### src/rtl/dm_pkg.sv
package dm_pkg;
  typedef enum logic [2:0] {
    ST_HUNT,
    ST_PAT,
    ST_HDR,
    ST_FILL,
    ST_LBL,
    ST_DATA
  } dm_state_t;
endpackage

### src/rtl/dm_label_dec.sv
module dm_label_dec #(
  parameter int LW   = 8,
  parameter int NL   = 4,
  parameter int CORR = 2,
  localparam int IW  = (NL > 1) ? $clog2(NL) : 1,
  localparam int DW  = $clog2(LW + 1)
) (
  input  logic [LW-1:0]    rx,
  input  logic [NL*LW-1:0] words,
  output logic             ok,
  output logic [IW-1:0]    idx
);
  function automatic logic [DW-1:0] popc(input logic [LW-1:0] v);
    logic [DW-1:0] s;
    s = '0;
    for (int b = 0; b < LW; b++) s = s + DW'(v[b]);
    return s;
  endfunction

  logic [NL-1:0] hit;

  for (genvar i = 0; i < NL; i++) begin : g_dist
    assign hit[i] = popc(rx ^ words[i*LW +: LW]) <= DW'(CORR);
  end

  always_comb begin
    idx = '0;
    for (int i = 0; i < NL; i++) begin
      if (hit[i]) idx = IW'(i);
    end
    ok = ($countones(hit) == 1);
  end
endmodule

### src/rtl/dm_router.sv
module dm_router #(
  parameter int N_SRC = 3,
  localparam int SW = (N_SRC > 1) ? $clog2(N_SRC) : 1
) (
  input  logic             clk,
  input  logic             rst,
  input  logic             en,
  input  logic [SW-1:0]    sel,
  input  logic             d,
  output logic [N_SRC-1:0] out_bit,
  output logic [N_SRC-1:0] out_vld
);
  for (genvar k = 0; k < N_SRC; k++) begin : g_lane
    always_ff @(posedge clk) begin
      if (rst) begin
        out_vld[k] <= 1'b0;
        out_bit[k] <= 1'b0;
      end else begin
        out_vld[k] <= en && (sel == SW'(k));
        if (en && (sel == SW'(k))) out_bit[k] <= d;
      end
    end
  end
endmodule

### src/rtl/dm_ctrl.sv
module dm_ctrl
  import dm_pkg::*;
#(
  parameter int LBL_W   = 8,
  parameter int PAT_W   = 24,
  parameter int HDR_W   = 24,
  parameter int FILL_W  = 48,
  parameter int DATA_W  = 96,
  parameter int TOL_W   = 3,
  parameter int N_SRC   = 3,
  localparam int NL     = N_SRC + 1,
  localparam int IW     = (NL > 1) ? $clog2(NL) : 1,
  localparam int SW     = (N_SRC > 1) ? $clog2(N_SRC) : 1,
  localparam int CNT_W  = $clog2(DATA_W + 1),
  localparam int ZW     = $clog2(LBL_W),
  localparam int PIW    = $clog2(PAT_W)
) (
  input  logic             clk,
  input  logic             rst,
  input  logic             bit_in,
  input  logic             bit_en,
  input  logic [PAT_W-1:0] sync_pat,
  input  logic [TOL_W-1:0] err_tol,
  input  logic             dec_ok,
  input  logic [IW-1:0]    dec_idx,
  output logic [LBL_W-1:0] lbl_word,
  output logic             route_en,
  output logic [SW-1:0]    route_sel,
  output logic             locked,
  output logic [HDR_W-1:0] hdr
);
  dm_state_t        st;
  logic [CNT_W-1:0] cnt;
  logic [CNT_W-1:0] errs;
  logic [ZW-1:0]    zrun;
  logic             acq;
  logic [HDR_W-2:0] hsr;
  logic [LBL_W-2:0] lsr;
  logic [PIW-1:0]   pat_idx;
  logic             mism;
  logic [CNT_W-1:0] errs_nx;
  logic             pat_bad;

  assign pat_idx  = PIW'(PAT_W - 1) - PIW'(cnt);
  assign mism     = bit_in ^ sync_pat[pat_idx];
  assign errs_nx  = errs + CNT_W'(mism);
  assign pat_bad  = acq ? mism : (errs_nx > CNT_W'(err_tol));
  assign lbl_word = {lsr, bit_in};
  assign route_en = bit_en && (st == ST_DATA);

  always_ff @(posedge clk) begin
    if (rst) begin
      st        <= ST_HUNT;
      cnt       <= '0;
      errs      <= '0;
      zrun      <= '0;
      acq       <= 1'b1;
      hsr       <= '0;
      lsr       <= '0;
      hdr       <= '0;
      route_sel <= '0;
      locked    <= 1'b0;
    end else if (bit_en) begin
      case (st)
        ST_HUNT: begin
          if (!bit_in) begin
            if (zrun != ZW'(LBL_W - 1)) zrun <= zrun + 1'b1;
          end else begin
            zrun <= '0;
            if (zrun == ZW'(LBL_W - 1)) begin
              st   <= ST_PAT;
              cnt  <= '0;
              errs <= '0;
              acq  <= 1'b1;
            end
          end
        end
        ST_PAT: begin
          errs <= errs_nx;
          if (pat_bad) begin
            st     <= ST_HUNT;
            zrun   <= '0;
            locked <= 1'b0;
          end else if (cnt == CNT_W'(PAT_W - 1)) begin
            st     <= ST_HDR;
            cnt    <= '0;
            locked <= 1'b1;
          end else begin
            cnt <= cnt + 1'b1;
          end
        end
        ST_HDR: begin
          hsr <= {hsr[HDR_W-3:0], bit_in};
          if (cnt == CNT_W'(HDR_W - 1)) begin
            hdr <= {hsr, bit_in};
            st  <= ST_FILL;
            cnt <= '0;
          end else begin
            cnt <= cnt + 1'b1;
          end
        end
        ST_FILL: begin
          if (cnt == CNT_W'(FILL_W - 1)) begin
            st  <= ST_LBL;
            cnt <= '0;
          end else begin
            cnt <= cnt + 1'b1;
          end
        end
        ST_LBL: begin
          lsr <= {lsr[LBL_W-3:0], bit_in};
          if (cnt == CNT_W'(LBL_W - 1)) begin
            cnt <= '0;
            if (!dec_ok) begin
              st     <= ST_HUNT;
              zrun   <= '0;
              locked <= 1'b0;
            end else if (dec_idx == '0) begin
              st   <= ST_PAT;
              errs <= '0;
              acq  <= 1'b0;
            end else begin
              st        <= ST_DATA;
              route_sel <= SW'(dec_idx - IW'(1));
            end
          end else begin
            cnt <= cnt + 1'b1;
          end
        end
        ST_DATA: begin
          if (cnt == CNT_W'(DATA_W - 1)) begin
            st  <= ST_LBL;
            cnt <= '0;
          end else begin
            cnt <= cnt + 1'b1;
          end
        end
        default: st <= ST_HUNT;
      endcase
    end
  end
endmodule

### src/rtl/blk_demux.sv
module blk_demux #(
  parameter int LBL_W   = 8,
  parameter int PAT_W   = 24,
  parameter int WORD_W  = 8,
  parameter int N_WORDS = 3,
  parameter int BLK_W   = 104,
  parameter int N_SRC   = 3,
  parameter int TOL_W   = 3,
  parameter int CORR    = 2
) (
  input  logic                   clk,
  input  logic                   rst,
  input  logic                   bit_in,
  input  logic                   bit_en,
  input  logic [LBL_W-1:0]       lbl_sync,
  input  logic [N_SRC*LBL_W-1:0] lbl_src,
  input  logic [PAT_W-1:0]       sync_pat,
  input  logic [TOL_W-1:0]       err_tol,
  output logic                   locked,
  output logic [N_SRC-1:0]       out_bit,
  output logic [N_SRC-1:0]       out_vld,
  output logic [WORD_W-1:0]      hdr_src,
  output logic [WORD_W-1:0]      hdr_dst,
  output logic [WORD_W-1:0]      hdr_fmt
);
  localparam int DATA_W = BLK_W - LBL_W;
  localparam int HDR_W  = N_WORDS * WORD_W;
  localparam int FILL_W = DATA_W - PAT_W - HDR_W;
  localparam int NL     = N_SRC + 1;
  localparam int IW     = (NL > 1) ? $clog2(NL) : 1;
  localparam int SW     = (N_SRC > 1) ? $clog2(N_SRC) : 1;

  logic [LBL_W-1:0] lbl_word;
  logic             dec_ok;
  logic [IW-1:0]    dec_idx;
  logic             route_en;
  logic [SW-1:0]    route_sel;
  logic [HDR_W-1:0] hdr;

  dm_label_dec #(.LW(LBL_W), .NL(NL), .CORR(CORR)) u_dec (
    .rx    (lbl_word),
    .words ({lbl_src, lbl_sync}),
    .ok    (dec_ok),
    .idx   (dec_idx)
  );

  dm_ctrl #(
    .LBL_W(LBL_W), .PAT_W(PAT_W), .HDR_W(HDR_W), .FILL_W(FILL_W),
    .DATA_W(DATA_W), .TOL_W(TOL_W), .N_SRC(N_SRC)
  ) u_ctrl (
    .clk       (clk),
    .rst       (rst),
    .bit_in    (bit_in),
    .bit_en    (bit_en),
    .sync_pat  (sync_pat),
    .err_tol   (err_tol),
    .dec_ok    (dec_ok),
    .dec_idx   (dec_idx),
    .lbl_word  (lbl_word),
    .route_en  (route_en),
    .route_sel (route_sel),
    .locked    (locked),
    .hdr       (hdr)
  );

  dm_router #(.N_SRC(N_SRC)) u_rt (
    .clk     (clk),
    .rst     (rst),
    .en      (route_en),
    .sel     (route_sel),
    .d       (bit_in),
    .out_bit (out_bit),
    .out_vld (out_vld)
  );

  assign hdr_src = hdr[HDR_W-1 -: WORD_W];
  assign hdr_dst = hdr[HDR_W-WORD_W-1 -: WORD_W];
  assign hdr_fmt = hdr[WORD_W-1:0];
endmodule

### config.mk
export PLATFORM = sky130hd
export DESIGN_NAME = blk_demux
export DESIGN_NICKNAME = d
export VERILOG_FILES = /design/src/rtl/dm_pkg.sv /design/src/rtl/dm_label_dec.sv /design/src/rtl/dm_router.sv /design/src/rtl/dm_ctrl.sv /design/src/rtl/blk_demux.sv
export SDC_FILE = /design/constraint.sdc
export NUM_CORES = 1
export LEC_CHECK = 0
export ABC_AREA = 1
export ABC_CLOCK_PERIOD_IN_PS = 7000
export BUFFER_PORTS_ARGS = -buffer_cell sky130_fd_sc_hd__buf_2
export CAP_MARGIN = 10
export CORE_ASPECT_RATIO = 0.75
export CORE_MARGIN = 1.5
export CORE_UTILIZATION = 25
export DETAILED_ROUTE_END_ITERATION = 10
export PLACE_DENSITY_LB_ADDON = 0.08
export SLEW_MARGIN = 10
export SYNTH_ARGS = -nofsm -noshare
export SYNTH_HDL_FRONTEND = slang
export SYNTH_SLANG_ARGS = --single-unit
export TNS_END_PERCENT = 100
### constraint.sdc
create_clock -name clk -period 7 [get_ports clk]
set_clock_uncertainty 0.05 [all_clocks]
set_input_delay 1.05 -clock clk [delete_from_list [all_inputs] [get_ports clk]]
set_output_delay 1.05 -clock clk [all_outputs]
set_load 0.02 [all_outputs]
==> metrics.md <==
| Metric | Value |
|---|---|
| Clock insertion delay at the later pin of the skew report | `between 300 and 400 ps` |
| Overall routed net length | `around 13 mm` |
| Max-slew headroom | `between 30% and 40%` |
| Overflow left after global routing | `0` |
| Fraction of layout cells with a size suffix above 1 | `18.1%` |
| Maximum vdd drop | `0.121 mV` |
| Fin crit period | `about 5900 ps` |
| Average size of a mapped cell | `7.36 um2` |
| Slowest cell on crit path | `fa_1` |
| Logic depth of the worst register-to-register path | `22` |
| Slack of the worst reg-to-reg path | `~1600 ps` |
| Number of design rule violations left after detail routing | `0` |
| Count of buffers inserted at the top-level ports | `93` |
| Relative area change from synthesis to final layout | `18.9%` |
| Clock edge transition at the registers on the reported setup and hold paths | `~70 ps` |
| Wire length of the first global-routing pass | `21.6 mm` |
| Hold Crit Endpoint | `u_ctrl.hdr[6]$_SDFFE_PP0P_` |
| Number of buffers added for setup after CTS | `0` |
| Die Ht | `126 um` |
| Final RePlAce weighted congestion | `0.767` |
| Required time of the critical path | `7200 ps` |
| H-tree Lvls | `3` |
| Worst hold start | `u_ctrl.hdr[6]$_SDFFE_PP0P_` |
| # setup viols final | `0` |
| Total power after layout | `0.00158 W` |
| Setup TNS after final layout | `0 ps` |
| Critical path, cell by cell | `buf_2 > xor2_1 > ha_1 > inv_1 > fa_1 > fa_1 > fa_1 > fa_1 > nand2_1 > nand3b_1 > inv_1 > o21a_1 > inv_1 > ha_1 > ha_1 > fa_1 > nor3b_1 > nand2_1 > nand2_1 > nand2_2 > inv_2 > o21ai_0 > o211a_1` |
| Number of instances resized during post-cts repair | `0` |
| Fin crit share | `a little over four fifths` |
| GRT Util Overall | `about 13%` |
| Commonest cells after routing, fill and taps aside | `148 x nand2_1, 93 x buf_2, 87 x inv_1` |
| Highest cell delay on the worst timing path | `520 ps` |
| Area inside the core boundary | `19700 um2` |
| TritonCTS Sinks | `84` |
| DRT iter0 DRCs | `259` |
| Critical Path Fanout Max | `9` |
| Portion of the post-synthesis area used by sequential elements | `between 30 and 40%` |
| Data arrival at the endpoint of the critical path | `6060 ps` |
| Number of nets with antenna violations after detailed routing | `0` |
| Nets | `871` |
| Largest net degree at the start of global routing | `56` |
| Static power due to leakage | `2.67 nW` |
| Timing-limited maximum frequency | `170 MHz` |
| Unrepaired setup endpoints after global routing | `false` |
| Hold-fix buffers, CTS | `0` |
| Result of the run | `finished clean` |
| Post-synth net total | `796` |
| Pwr per Cell Area | `261 nW/um2` |
| TritonCTS clock tree | `built` |
| Die area | `about 21000 um2` |
| Class of the worst hold path | `flip-flop to flip-flop` |
| Routed wire length per instance | `12.5 um` |
| Effective utilization at floorplan | `25.8%` |
| Number of instances in the synthesized netlist | `690` |
| Number of pins with negative max-slew slack in the final report | `0` |
| Post-DP HPWL | `around 9.5 mm` |
| Drt first pass iters | `4` |
| Clock Root Buffer | `clkbuf_16` |
| Number of global-route vias before repair | `approximately 4300` |
| Kind of end point of the critical path | `flip-flop` |
| Critical path launch point type | `input pin` |
| Critical R2R Capture | `u_ctrl.errs[4]$_SDFFE_PP0P_` |
| Hold Path Cell Cnt | `2` |
| Via-per-instance ratio | `4.36` |
| Count of distinct cell types in the synthesized netlist | `between 40 and 50` |
| Number of synthesized register bits | `84` |
| Initial antenna violation count | `0` |
| DIE WIDTH | `168 um` |
| Pin slew with the least headroom to its limit | `957 ps` |
| Cell mode on critical path | `fa_1` |
| Antenna Cells | `0` |
| Vias after detailed routing | `about 4500` |
| Number of buffers on the longest clock path | `2` |
| Total count of hold-check failures in the final report | `0` |
| Warnings from Yosys | `0` |
| Max capacitance violation total | `0` |
| Crit path kind | `input pin to flip-flop` |
| Clock buffer count from CTS | `9` |
| Most common library cell in the layout ignoring fill and taps | `nand2_1` |
| Synthesized area | `5080 um2` |
| Reg-to-reg startpoint | `u_ctrl.lsr[0]$_SDFFE_PP0P_` |
| Count of standard-cell rows | `44` |
| Top Ports | `94` |
==> kinds of logic (layout without fill, tap and decap cells) <==
family,Yosys count,after routing,share of synthesized area (%)
fa+ha+maj,43,43,13.1
mux,1,1,0.222
xor+xnor,36,36,6.21
simple gates,287,287,24.5
compound gates,115,115,13.2
flops,84,84,33.1
buf+inv,124,204,9.73
==> cell type report <==
class                           instances  area [um2]
Fill cell                            2162       13600
Inverter                               93         352
Clock inverter                          7        82.6
Clock buffer                            9         225
Tap cell                              253         317
Sequential cell                        84        1680
Timing Repair Buffer                   95         480
Multi-Input combinational cell        482        2900
==> metrics by stage <==
stage,hold WS (ps),std cells,worst slack [ps],util [%],area (um2)
global placement,400,1007,838,29.2,5730
finish,406,1023,1130,30.7,6040
CTS,410,1023,1090,30.7,6040
detailed placement,399,1007,708,29.2,5730
global route,447,1023,665,30.7,6040
floorplan,391,690,1240,-,5080
==> critical path, delay by kind of cell <==
family	cells	cell delay, ps
buffers and inverters	5	510
adders and majority gates	8	3110
and+or+nand+nor	6	820
AOI/OAI and AO/OA	3	380
xor gates and xnor gates	1	190
==> report_power, final <==
group          internal (W)  switching [W]
Clock              0.000283       0.000219
Combinational      0.000209       0.000323
Sequential         0.000508      0.0000347
Total              0.000999       0.000577
==> synth_stat cells, drive strengths merged <==
| cell | instances | area share, % |
|---|---|---|
| nor3 | 6 | 0.59 |
| mux2 | 1 | 0.22 |
| a21oi | 61 | 6.0 |
| buf | 10 | 1.3 |
| a211oi | 14 | 2.6 |
| o21a | 1 | 0.15 |
| nand3 | 40 | 4.4 |
| inv | 93 | 6.9 |
| xnor2 | 24 | 4.1 |
| a41oi | 1 | 0.17 |
| o311ai | 1 | 0.17 |
| nand3b | 1 | 0.15 |
| nor3b | 1 | 0.15 |
| o21ai | 31 | 3.1 |
| o22ai | 1 | 0.12 |
| o211ai | 2 | 0.30 |
| nor2 | 73 | 5.8 |
| o211a | 1 | 0.20 |
| o2111ai | 1 | 0.17 |
| or2 | 2 | 0.25 |
| fa | 17 | 6.7 |
| xor2 | 12 | 2.1 |
| clkbuf | 21 | 1.6 |
| nand2 | 153 | 12 |
| o2bb2ai | 1 | 0.17 |
| nand4 | 4 | 0.49 |
| nor4 | 7 | 0.99 |
| ha | 26 | 6.4 |
| dfxtp | 84 | 33 |
==> sequential cells by signal (all words and copies together) (netlist names), 2 cells and up <==
name              count
u_ctrl.hdr           24
u_ctrl.errs           7
u_ctrl.cnt            7
u_ctrl.zrun           3
u_ctrl.st             3
u_rt.out_bit          3
u_ctrl.hsr           23
u_rt.out_vld          3
u_ctrl.route_sel      2
u_ctrl.lsr            7
==> metal layers <==
layer | share of wire [%] | global-route usage, % | routed length (um) | up-vias
li1 | - | - | - | 2360
met1 | 53 | 18.1 | 6800 | 2021
met2 | 41 | 19.1 | 5270 | 77
met3 | 4.5 | 3.56 | 574 | 7
met4 | 0.82 | 2.54 | 105 | 0
met5 | 0 | 0 | 0 | -
==> worst max-delay path by stage <==
| stage | slack, ps | cells after the start | from | endpoint |
|---|---|---|---|---|
| 4_1_cts | 1090 | 23 | bit_in | u_ctrl.errs[4]$_SDFFE_PP0P_ |
| 5_1_grt | 660 | 20 | bit_in | u_ctrl.route_sel[0]$_SDFFE_PP0P_ |
| 6_report | 1130 | 23 | bit_in | u_ctrl.errs[4]$_SDFFE_PP0P_ |
| 2_1_floorplan | 1240 | 23 | bit_in | u_ctrl.errs[4]$_SDFFE_PP0P_ |
| 3_3_place_gp | 840 | 23 | bit_in | u_ctrl.errs[4]$_SDFFE_PP0P_ |
| 3_5_place_dp | 710 | 23 | bit_in | u_ctrl.errs[4]$_SDFFE_PP0P_ |
(Power assumes the default switching activity.)
